--- config.mk ---
export PLATFORM = sky130hd
export DESIGN_NAME = nand_cache_prog_ctrl
export DESIGN_NICKNAME = d
export VERILOG_FILES = /design/src/rtl/nand_cpp_pkg.sv /design/src/rtl/nand_cpp_addr_mux.sv /design/src/rtl/nand_cpp_status_decode.sv /design/src/rtl/nand_cpp_timeout.sv /design/src/rtl/nand_cache_prog_ctrl.sv
export SDC_FILE = /design/constraint.sdc
export NUM_CORES = 1
export LEC_CHECK = 0
export ABC_AREA = 1
export ABC_CLOCK_PERIOD_IN_PS = 2500
export BUFFER_PORTS_ARGS = -buffer_cell sky130_fd_sc_hd__buf_2
export CORE_MARGIN = 2
export CORE_UTILIZATION = 45
export DETAILED_ROUTE_END_ITERATION = 16
export PLACE_DENSITY = 0.67
export SYNTH_ARGS = -nofsm -noshare
export SYNTH_HDL_FRONTEND = slang
export SYNTH_SLANG_ARGS = --single-unit
--- constraint.sdc ---
create_clock -name clk -period 2.5 [get_ports clk]
set_input_delay 0.625 -clock clk [delete_from_list [all_inputs] [get_ports clk]]
set_output_delay 0.625 -clock clk [all_outputs]
set_load 0.1 [all_outputs]
--- src/rtl/nand_cpp_pkg.sv ---
package nand_cpp_pkg;

    typedef enum logic [2:0] {
        BUS_IDLE = 3'd0,
        BUS_CMD  = 3'd1,
        BUS_ADDR = 3'd2,
        BUS_WR   = 3'd3,
        BUS_RD   = 3'd4
    } bus_op_e;

    typedef enum logic [3:0] {
        S_IDLE,
        S_LOAD_CMD,
        S_ADDR,
        S_DATA,
        S_CONFIRM,
        S_ST_CMD,
        S_ST_RD,
        S_RB_LOW,
        S_RB_HIGH,
        S_EMIT_CUR
    } seq_state_e;

    // what the current status poll is waiting for
    typedef enum logic [1:0] {
        G_CACHE,
        G_ARRAY,
        G_FINAL
    } poll_goal_e;

    localparam logic [7:0] OPC_LOAD  = 8'h80;
    localparam logic [7:0] OPC_CACHE = 8'h15;
    localparam logic [7:0] OPC_FINAL = 8'h10;
    localparam logic [7:0] OPC_STAT  = 8'h70;

endpackage

--- src/rtl/nand_cpp_addr_mux.sv ---
module nand_cpp_addr_mux #(
    parameter int ROW_W    = 24,
    parameter int ADDR_CYC = 5,
    parameter int COL_CYC  = 2,
    parameter int IDX_W    = 4
) (
    input  logic [IDX_W-1:0] idx,
    input  logic [ROW_W-1:0] row,
    output logic [7:0]       addr_byte
);
    localparam int ROW_CYC = ADDR_CYC - COL_CYC;

    logic [ROW_CYC*8-1:0] row_pad;
    logic [7:0]           cyc_byte [ADDR_CYC];

    always_comb begin
        row_pad = '0;
        row_pad[ROW_W-1:0] = row;
    end

    for (genvar g = 0; g < ADDR_CYC; g++) begin : g_cyc
        if (g < COL_CYC) begin : g_col
            assign cyc_byte[g] = 8'h00;
        end else begin : g_row
            assign cyc_byte[g] = row_pad[(g-COL_CYC)*8 +: 8];
        end
    end

    always_comb begin
        addr_byte = 8'h00;
        for (int i = 0; i < ADDR_CYC; i++) begin
            if (idx == IDX_W'(i)) addr_byte = cyc_byte[i];
        end
    end
endmodule

--- src/rtl/nand_cpp_status_decode.sv ---
module nand_cpp_status_decode #(
    parameter int CACHE_BIT = 6,
    parameter int ARRAY_BIT = 5,
    parameter int CUR_BIT   = 0,
    parameter int PREV_BIT  = 1
) (
    input  logic [7:0] stat,
    output logic       cache_rdy,
    output logic       array_rdy,
    output logic       fail_cur,
    output logic       fail_prev
);
    logic unused_stat;

    assign cache_rdy   = stat[CACHE_BIT];
    // array idle implies the cache is idle as well
    assign array_rdy   = stat[ARRAY_BIT] & stat[CACHE_BIT];
    assign fail_cur    = stat[CUR_BIT];
    assign fail_prev   = stat[PREV_BIT];
    assign unused_stat = ^stat;
endmodule

--- src/rtl/nand_cpp_timeout.sv ---
module nand_cpp_timeout #(
    parameter int LIMIT = 256
) (
    input  logic clk,
    input  logic rst_n,
    input  logic clear,
    input  logic tick,
    output logic expired
);
    localparam int W = $clog2(LIMIT + 1);

    logic [W-1:0] cnt_d, cnt_q;

    assign expired = tick && !clear && (cnt_q == W'(LIMIT - 1));

    always_comb begin
        cnt_d = cnt_q;
        if (clear || expired) begin
            cnt_d = '0;
        end else if (tick) begin
            cnt_d = cnt_q + 1'b1;
        end
    end

    always_ff @(posedge clk) begin
        if (!rst_n) cnt_q <= '0;
        else        cnt_q <= cnt_d;
    end
endmodule

--- src/rtl/nand_cache_prog_ctrl.sv ---
module nand_cache_prog_ctrl
    import nand_cpp_pkg::*;
#(
    parameter int ROW_W      = 24,
    parameter int PAGE_BYTES = 16,
    parameter int ADDR_CYC   = 5,
    parameter int COL_CYC    = 2,
    parameter int TMO_LIMIT  = 256
) (
    input  logic             clk,
    input  logic             rst_n,
    input  logic             end_with_final,
    input  logic             req_valid,
    output logic             req_ready,
    input  logic [ROW_W-1:0] req_row,
    input  logic             req_last,
    output logic [2:0]       bus_op,
    output logic [7:0]       bus_dout,
    input  logic [7:0]       bus_din,
    input  logic             rb_n,
    output logic             dat_take,
    input  logic [7:0]       dat_byte,
    output logic             res_valid,
    output logic [ROW_W-1:0] res_row,
    output logic             res_fail,
    output logic             abort
);
    localparam int CNT_MAX = (PAGE_BYTES > ADDR_CYC) ? PAGE_BYTES : ADDR_CYC;
    localparam int CNT_W   = (CNT_MAX > 1) ? $clog2(CNT_MAX) : 1;

    typedef struct packed {
        seq_state_e       st;
        poll_goal_e       goal;
        logic [CNT_W-1:0] cnt;
        logic [ROW_W-1:0] cur_row;
        logic             cur_last;
        logic             cur_fin;
        logic [ROW_W-1:0] prev_row;
        logic             prev_v;
        logic             hold_fail;
        logic             res_valid;
        logic [ROW_W-1:0] res_row;
        logic             res_fail;
        logic             abort;
    } ctl_t;

    ctl_t q, n;

    logic       cache_rdy, array_rdy, fail_cur, fail_prev;
    logic       poll_hit;
    logic       tmo_clear, tmo_tick, tmo_fire;
    logic [7:0] addr_byte;
    bus_op_e    op;

    nand_cpp_status_decode u_dec (
        .stat      (bus_din),
        .cache_rdy (cache_rdy),
        .array_rdy (array_rdy),
        .fail_cur  (fail_cur),
        .fail_prev (fail_prev)
    );

    nand_cpp_addr_mux #(
        .ROW_W    (ROW_W),
        .ADDR_CYC (ADDR_CYC),
        .COL_CYC  (COL_CYC),
        .IDX_W    (CNT_W)
    ) u_addr (
        .idx       (q.cnt),
        .row       (q.cur_row),
        .addr_byte (addr_byte)
    );

    always_comb begin
        unique case (q.goal)
            G_CACHE: poll_hit = cache_rdy;
            G_ARRAY: poll_hit = array_rdy;
            default: poll_hit = 1'b1;
        endcase
    end

    // timeout window spans every poll and ready/busy wait of one phase
    always_comb begin
        tmo_clear = (q.st == S_CONFIRM) || (q.st == S_ST_RD && poll_hit);
        tmo_tick  = (q.st == S_ST_RD && !poll_hit) ||
                    (q.st == S_RB_LOW && rb_n) ||
                    (q.st == S_RB_HIGH && !rb_n);
    end

    nand_cpp_timeout #(
        .LIMIT (TMO_LIMIT)
    ) u_tmo (
        .clk     (clk),
        .rst_n   (rst_n),
        .clear   (tmo_clear),
        .tick    (tmo_tick),
        .expired (tmo_fire)
    );

    // next-state computation
    always_comb begin
        n           = q;
        n.res_valid = 1'b0;
        n.abort     = 1'b0;

        unique case (q.st)
            S_IDLE: begin
                if (req_valid) begin
                    n.cur_row  = req_row;
                    n.cur_last = req_last;
                    n.cur_fin  = req_last && end_with_final;
                    n.st       = S_LOAD_CMD;
                end
            end
            S_LOAD_CMD: begin
                n.cnt = '0;
                n.st  = S_ADDR;
            end
            S_ADDR: begin
                if (q.cnt == CNT_W'(ADDR_CYC - 1)) begin
                    n.cnt = '0;
                    n.st  = S_DATA;
                end else begin
                    n.cnt = q.cnt + 1'b1;
                end
            end
            S_DATA: begin
                if (q.cnt == CNT_W'(PAGE_BYTES - 1)) begin
                    n.cnt = '0;
                    n.st  = S_CONFIRM;
                end else begin
                    n.cnt = q.cnt + 1'b1;
                end
            end
            S_CONFIRM: begin
                if (q.cur_fin) begin
                    n.st = S_RB_LOW;
                end else begin
                    n.st   = S_ST_CMD;
                    n.goal = G_CACHE;
                end
            end
            S_ST_CMD: begin
                n.st = S_ST_RD;
            end
            S_ST_RD: begin
                n.st = S_ST_CMD;
                unique case (q.goal)
                    G_CACHE: begin
                        if (cache_rdy) begin
                            // cache free: bit 0 belongs to the earlier page
                            if (q.prev_v) begin
                                n.res_valid = 1'b1;
                                n.res_row   = q.prev_row;
                                n.res_fail  = fail_cur;
                            end
                            if (q.cur_last) begin
                                n.prev_v = 1'b0;
                                n.goal   = G_ARRAY;
                            end else begin
                                n.prev_row = q.cur_row;
                                n.prev_v   = 1'b1;
                                n.st       = S_IDLE;
                            end
                        end
                    end
                    G_ARRAY: begin
                        if (array_rdy) begin
                            n.res_valid = 1'b1;
                            n.res_row   = q.cur_row;
                            n.res_fail  = fail_cur;
                            n.prev_v    = 1'b0;
                            n.st        = S_IDLE;
                        end
                    end
                    default: begin
                        if (q.prev_v) begin
                            n.res_valid = 1'b1;
                            n.res_row   = q.prev_row;
                            n.res_fail  = fail_prev;
                            n.hold_fail = fail_cur;
                            n.prev_v    = 1'b0;
                            n.st        = S_EMIT_CUR;
                        end else begin
                            n.res_valid = 1'b1;
                            n.res_row   = q.cur_row;
                            n.res_fail  = fail_cur;
                            n.st        = S_IDLE;
                        end
                    end
                endcase
            end
            S_RB_LOW: begin
                if (!rb_n) n.st = S_RB_HIGH;
            end
            S_RB_HIGH: begin
                if (rb_n) begin
                    n.st   = S_ST_CMD;
                    n.goal = G_FINAL;
                end
            end
            S_EMIT_CUR: begin
                n.res_valid = 1'b1;
                n.res_row   = q.cur_row;
                n.res_fail  = q.hold_fail;
                n.st        = S_IDLE;
            end
            default: n.st = S_IDLE;
        endcase

        if (tmo_fire) begin
            n           = q;
            n.st        = S_IDLE;
            n.prev_v    = 1'b0;
            n.res_valid = 1'b0;
            n.abort     = 1'b1;
        end
    end

    always_ff @(posedge clk) begin
        if (!rst_n) begin
            q <= '{st: S_IDLE, goal: G_CACHE, default: '0};
        end else begin
            q <= n;
        end
    end

    // bus cycle decode
    always_comb begin
        op       = BUS_IDLE;
        bus_dout = 8'h00;
        dat_take = 1'b0;
        unique case (q.st)
            S_LOAD_CMD: begin op = BUS_CMD;  bus_dout = OPC_LOAD; end
            S_ADDR:     begin op = BUS_ADDR; bus_dout = addr_byte; end
            S_DATA:     begin op = BUS_WR;   bus_dout = dat_byte; dat_take = 1'b1; end
            S_CONFIRM:  begin op = BUS_CMD;  bus_dout = q.cur_fin ? OPC_FINAL : OPC_CACHE; end
            S_ST_CMD:   begin op = BUS_CMD;  bus_dout = OPC_STAT; end
            S_ST_RD:    begin op = BUS_RD; end
            default:    begin op = BUS_IDLE; end
        endcase
    end

    assign bus_op    = op;
    assign req_ready = (q.st == S_IDLE);
    assign res_valid = q.res_valid;
    assign res_row   = q.res_row;
    assign res_fail  = q.res_fail;
    assign abort     = q.abort;

endmodule

# Word level (Yosys, flattened, before mapping)
# Cells that the tools add are included.
# W data, S select, Z words.
[totals] output_inout_bits=40 inputBits=46 elab_cells=119 reg_bits=98
[op_classes] n_mux=38 reduce_logical=31 eq_ne=29 bitwise_logic=5 n_addsub=2
[op_table] cell="$pmux W26 S2" count=2
[op_table] cell="$mux W26" count=3
[op_table] cell="$pmux W8 S5" count=1
[op_table] cell="$pmux W4 S9" count=1
[op_table] cell="$mux W4" count=7
[op_table] cell="$mux W25" count=1
[op_table] cell="$mux W8" count=3
[op_table] cell="$eq A4 B3 Y1 const B" count=5
[op_table] cell="$ne A2 B2 Y1 const B" count=10
[op_table] cell="$eq A4 B2 Y1 const B" count=4
[op_table] cell="$reduce_and A5 Y1" count=3
[op_table] cell="$eq A4 B4 Y1 const B" count=3
[op_table] cell="$pmux W3 S4" count=1
[op_table] cell="$pmux W4 S3" count=1
[op_table] cell="$add A9 B1 Y9 const B" count=1
[op_table] cell="$eq A9 B8 Y1 const B" count=1
[op_table] cell="$mux W3" count=3
[op_table] cell="$ne A3 B3 Y1 const B" count=3
[op_table] cell="$mux W2" count=4
[op_table] cell="$pmux W4 S2" count=1
[op_table] cell="$logic_and A1 B1 Y1" count=7
[op_table] cell="$reduce_and A7 Y1" count=1
[op_table] cell="$mux W6" count=1
[op_table] cell="$pmux W2 S3" count=1
[op_table] cell="other kinds (20)" count=37

# Longest topological paths before layout
[logic_depth] ltp_word=10 ltp_mapped=12

# Cells and area by module
# A second synthesis with hierarchy kept.
[hier_totals] cells_unflattened=773 area_unflattened_um2=5078.6
[by_module_without_submodules] mod="nand_cache_prog_ctrl" n_inst=1 area_each_um2=4393.0 cells_per_inst=662 seq_area_each_um2=1781.7
[by_module_without_submodules] mod="nand_cpp_timeout" n_inst=1 area_each_um2=439.2 cells_per_inst=65 seq_area_each_um2=180.2
[by_module_without_submodules] mod="nand_cpp_addr_mux" n_inst=1 area_each_um2=216.5 cells_per_inst=41 seq_area_each_um2=0.0
[by_module_without_submodules] mod="nand_cpp_status_decode" n_inst=1 area_each_um2=30.0 cells_per_inst=5 seq_area_each_um2=0.0

# Least setup slack after synthesis
# Ideal clock, no wire load.
[synth_path] path_type="flip-flop to output port" from="register q[80] in the netlist's numbering" to="output bus_dout[1]" arrival_ns=3.306 stages_incl_launch_ff=6 setup_slack_ns=-1.431 required_ns=1.875 path_cell_list="dfxtp_1 -> ha_1 -> inv_1 -> nor3_1 -> a221oi_1 -> o21ai_0"
[synth_via] elab_chain_len=5
[synth_rtl] element="from (decl)" line="nand_cache_prog_ctrl.sv:47" text="ctl_t q, n;"
[synth_rtl] element="from (signal assigned)" line="nand_cache_prog_ctrl.sv:224" text="q <= n;"
[synth_rtl] element="$eq A4 B2 Y1" line="nand_cpp_addr_mux.sv:32" text="if (idx == IDX_W'(i)) addr_byte = cyc_byte[i];"
[synth_rtl] element="$mux W8 (2 in series)" line="nand_cpp_addr_mux.sv:32"
[synth_rtl] element="$mux W8 (*)" line="nand_cpp_addr_mux.sv:32"
[synth_rtl] element="$pmux W8 S5 (*)" line="nand_cache_prog_ctrl.sv:233" text="unique case (q.st)"
[synth_rtl] element="to (decl)" line="nand_cache_prog_ctrl.sv:18" text="output logic [7:0] bus_dout,"
# Mark *: on every way between the ends. The rest lies on a longest branch, timed or not.

# Worst setup path after layout
[layout_path] from="register q[80] in the netlist's numbering" to="output bus_dout[2]"
# Same word-level chain as after synthesis.

==> impl_metrics.env <==
export IMPL_synthFlopType="dfxtp_1"
export IMPL_cp_start_kind="flip-flop"
export IMPL_min_path_type="reg2reg"
export IMPL_h_tree_depth=3
export IMPL_layout_drive_gt1_share_pct=23.6
export IMPL_grt_pass1_vias=4108
export IMPL_r2r_worst_path_cells=9
export IMPL_drtAntennaViolNets=0
export IMPL_status="completed"
export IMPL_dp_cells=881
export IMPL_crit_fanout=8
export IMPL_pre_cts_ws_ns=0.157
export IMPL_crit_arrival_ns=1.87
export IMPL_endpoint_kind="primary output"
export IMPL_fp_row_count=37
export IMPL_worst_slack_ns=0.000944
export IMPL_track_usage_pct=21.4
export IMPL_layout_nets=813
export IMPL_drv_cap=0
export IMPL_synth_compound_area_share_pct=20.8
export IMPL_r2r_end="u_tmo.cnt_q[3]$_SDFFE_PP0P_"
export IMPL_yosys_warnings=0
export IMPL_max_freq_ghz=0.400
export IMPL_synth_fa_ha_area_share_pct=1.30
export IMPL_leakagePower_nw=2.62
export IMPL_ir_drop_mv=0.813
export IMPL_stdcell_area_mm2=0.00588
export IMPL_io_buffers=81
export IMPL_synth_simple_gate_area_share_pct=20.1
export IMPL_slew_viol_final=0
export IMPL_synthMuxAreaShare_pct=0
export IMPL_period_needed_ns=2.50
export IMPL_grt_busiest_layer="met2"
export IMPL_num_vias=4567
export IMPL_ys_top_cells_by_area="dfxtp_1, nand2_1, inv_1"
export IMPL_die_w_um=107
export IMPL_finalPower_mw=4.20
export IMPL_fp_dieArea_mm2=0.0115
export IMPL_cts_sinks=98
export IMPL_cts_clk_slew_worst_paths_ns=0.10
export IMPL_hold_viol_final=0
export IMPL_synthArstFlopShare_pct=0
export IMPL_worstSetupPathType="reg2out"
export IMPL_final_cells=902
export IMPL_grt_max_degree=48
export IMPL_fin_skew_ns=0.0140
export IMPL_wirelength_mm=11.9
export IMPL_cts_buffers=9
export IMPL_tightest_slew_ns=0.537
export IMPL_yosysTopAreaCell="dfxtp_1"
export IMPL_ff2ff_setup_slack_ns=0.71
export IMPL_yosysUniqueCellTypes=36
export IMPL_syn_avg_cell_area_um2=6.87
export IMPL_min_path_cells=2
export IMPL_hold_end="q[35]$_SDFFE_PN0P_"
export IMPL_cts_tree="done"
export IMPL_grt_use_met2_pct=35.7
export IMPL_diodes=0
export IMPL_clock_latency_ns=0.36
export IMPL_r2r_start="q[86]$_SDFFE_PP0P_"
export IMPL_fillCellCount=991
export IMPL_antenna_found_initial=0
export IMPL_start_util_pct=46.5
export IMPL_use_met1_pct=27.7
export IMPL_setup_violations=0
export IMPL_synth_top_cell_area_share_pct=40.9
export IMPL_drtIter0Drc=247
export IMPL_synth_seq_area_share_pct=40.9
export IMPL_cts_root_buf="clkbuf_8"
export IMPL_synth_edff_count=0
export IMPL_p_per_area_mw_per_mm2=714
export IMPL_final_cell_mix="nand2_1, inv_1, dfxtp_1"
export IMPL_coreArea_mm2=0.0103
export IMPL_grt_setup_unrepaired="true"
export IMPL_place_area_mm2=0.00537
export IMPL_ctsHoldBuffers=0
export IMPL_netlist_instances=699
export IMPL_remaining_drc_errors=0
export IMPL_relSlewSlack_pct=64.2
export IMPL_synth_top_family_by_area="compound AO/OA/AOI/OAI gates"
export IMPL_dr_pass1_iters=5
export IMPL_final_common_cell="nand2_1"
export IMPL_area_delta_synth_final_pct=22.5
export IMPL_syn_area_mm2=0.00480
export IMPL_viasPerCell=5.06
export IMPL_die_h_um=107
export IMPL_place_hpwl_mm=8.42
export IMPL_ys_ff_latch=98
export IMPL_overflow=0
export IMPL_place_congestion=0.849
export IMPL_cts_max_path_buffers=2
export IMPL_met3_usage_pct=4.54
export IMPL_routedWlPerCell_um=13.2
export IMPL_hp_start="q[35]$_SDFFE_PN0P_"
export IMPL_syn_nets=750
export IMPL_ios=86
export IMPL_crit_required_ns=1.88
export IMPL_synthXorXnorAreaFrac_pct=0.365
export IMPL_finalCritPeriodShare_pct=100
export IMPL_grt_pass1_wl_mm=19.5
## critical path, stage by stage, from the launching register on
cell	delay (ns)
dfxtp_4	0.40
ha_4	0.15
inv_2	0.04
nor3_2	0.13
buf_6	0.16
nand2_1	0.07
o311ai_2	0.07
buf_4	0.16
nand2_1	0.06
nand3_2	0.08
buf_12	0.17
## cells in the mapped netlist, types with 6 or more instances
cell type / number
clkbuf_1: 16
nor2_1: 53
inv_1: 120
nand2_1: 127
buf_4: 28
nand3_1: 22
dfxtp_1: 98
o21ai_1: 21
nand4_1: 6
a21oi_1: 76
o21ai_0: 80
o311ai_0: 7
## sequential cells by signal (all words and copies together), names as in the netlist
signal	count
q	62
res_row	24
u_tmo.cnt_q	9
abort	1
res_fail	1
res_valid	1
## worst max path at each step
stage	from	endpoint	slack (ns)	depth (start not counted)
floorplan	q[80]$_SDFFE_PN0P_	bus_dout[1]	-0.17	5
global placement	q[79]$_SDFFE_PN0P_	bus_dout[1]	0.20	7
detailed placement	q[79]$_SDFFE_PN0P_	bus_dout[1]	0.16	7
CTS	q[79]$_SDFFE_PN0P_	bus_dout[0]	-0.01	8
global route	q[80]$_SDFFE_PN0P_	bus_dout[2]	-0.07	10
finish	q[80]$_SDFFE_PN0P_	bus_dout[2]	0.0009	10
## layer usage
layer  wire, um  vias up
li1           -     2319
met1       5260     2090
met2       5790      142
met3        693       16
met4        158        0
met5          0        -
## per-stage QoR
step	TNS [ns]	hold slack (ns)	utilization [%]
finish	0	0.448	57.0
global route	-0.285	0.469	57.0
CTS	-0.0224	0.450	55.2
detailed placement	0	0.436	52.1
global placement	0	0.431	52.1
floorplan	-0.165	0.425	-
## area by class of cell
| class | count | area, um2 | area share (%) |
|---|---|---|---|
| clock buffer | 11 | 131 | 2.23 |
| multi-input combinational | 424 | 2300 | 39.2 |
| inverter | 125 | 477 | 8.11 |
| sequential | 98 | 1970 | 33.6 |
| timing repair buffer | 104 | 748 | 12.7 |
| clock inverter | 4 | 77.6 | 1.32 |
| tap | 136 | 170 | 2.89 |
## power breakdown
group / internal (mW) / switching [mW] / leakage, nW
sequential: 1.69 / 0.135 / 0.797
clock: 0.563 / 0.542 / 0.104
combinational: 0.361 / 0.905 / 1.72
total: 2.62 / 1.58 / 2.62
## cells by family after synthesis
kind of cell,after synthesis
XOR/XNOR,2
AND/OR/NAND/NOR,227
flip-flops,98
AO/OA/AOI/OAI,190
buffers and inverters,177
adder cells (fa/ha/maj),5
## timing repair
action,CTS,global route
setup buffers,4,2
resized for setup,28,36
setup endpoints to repair,8,9
pin swaps,2,7
(Power assumes the default switching activity.)
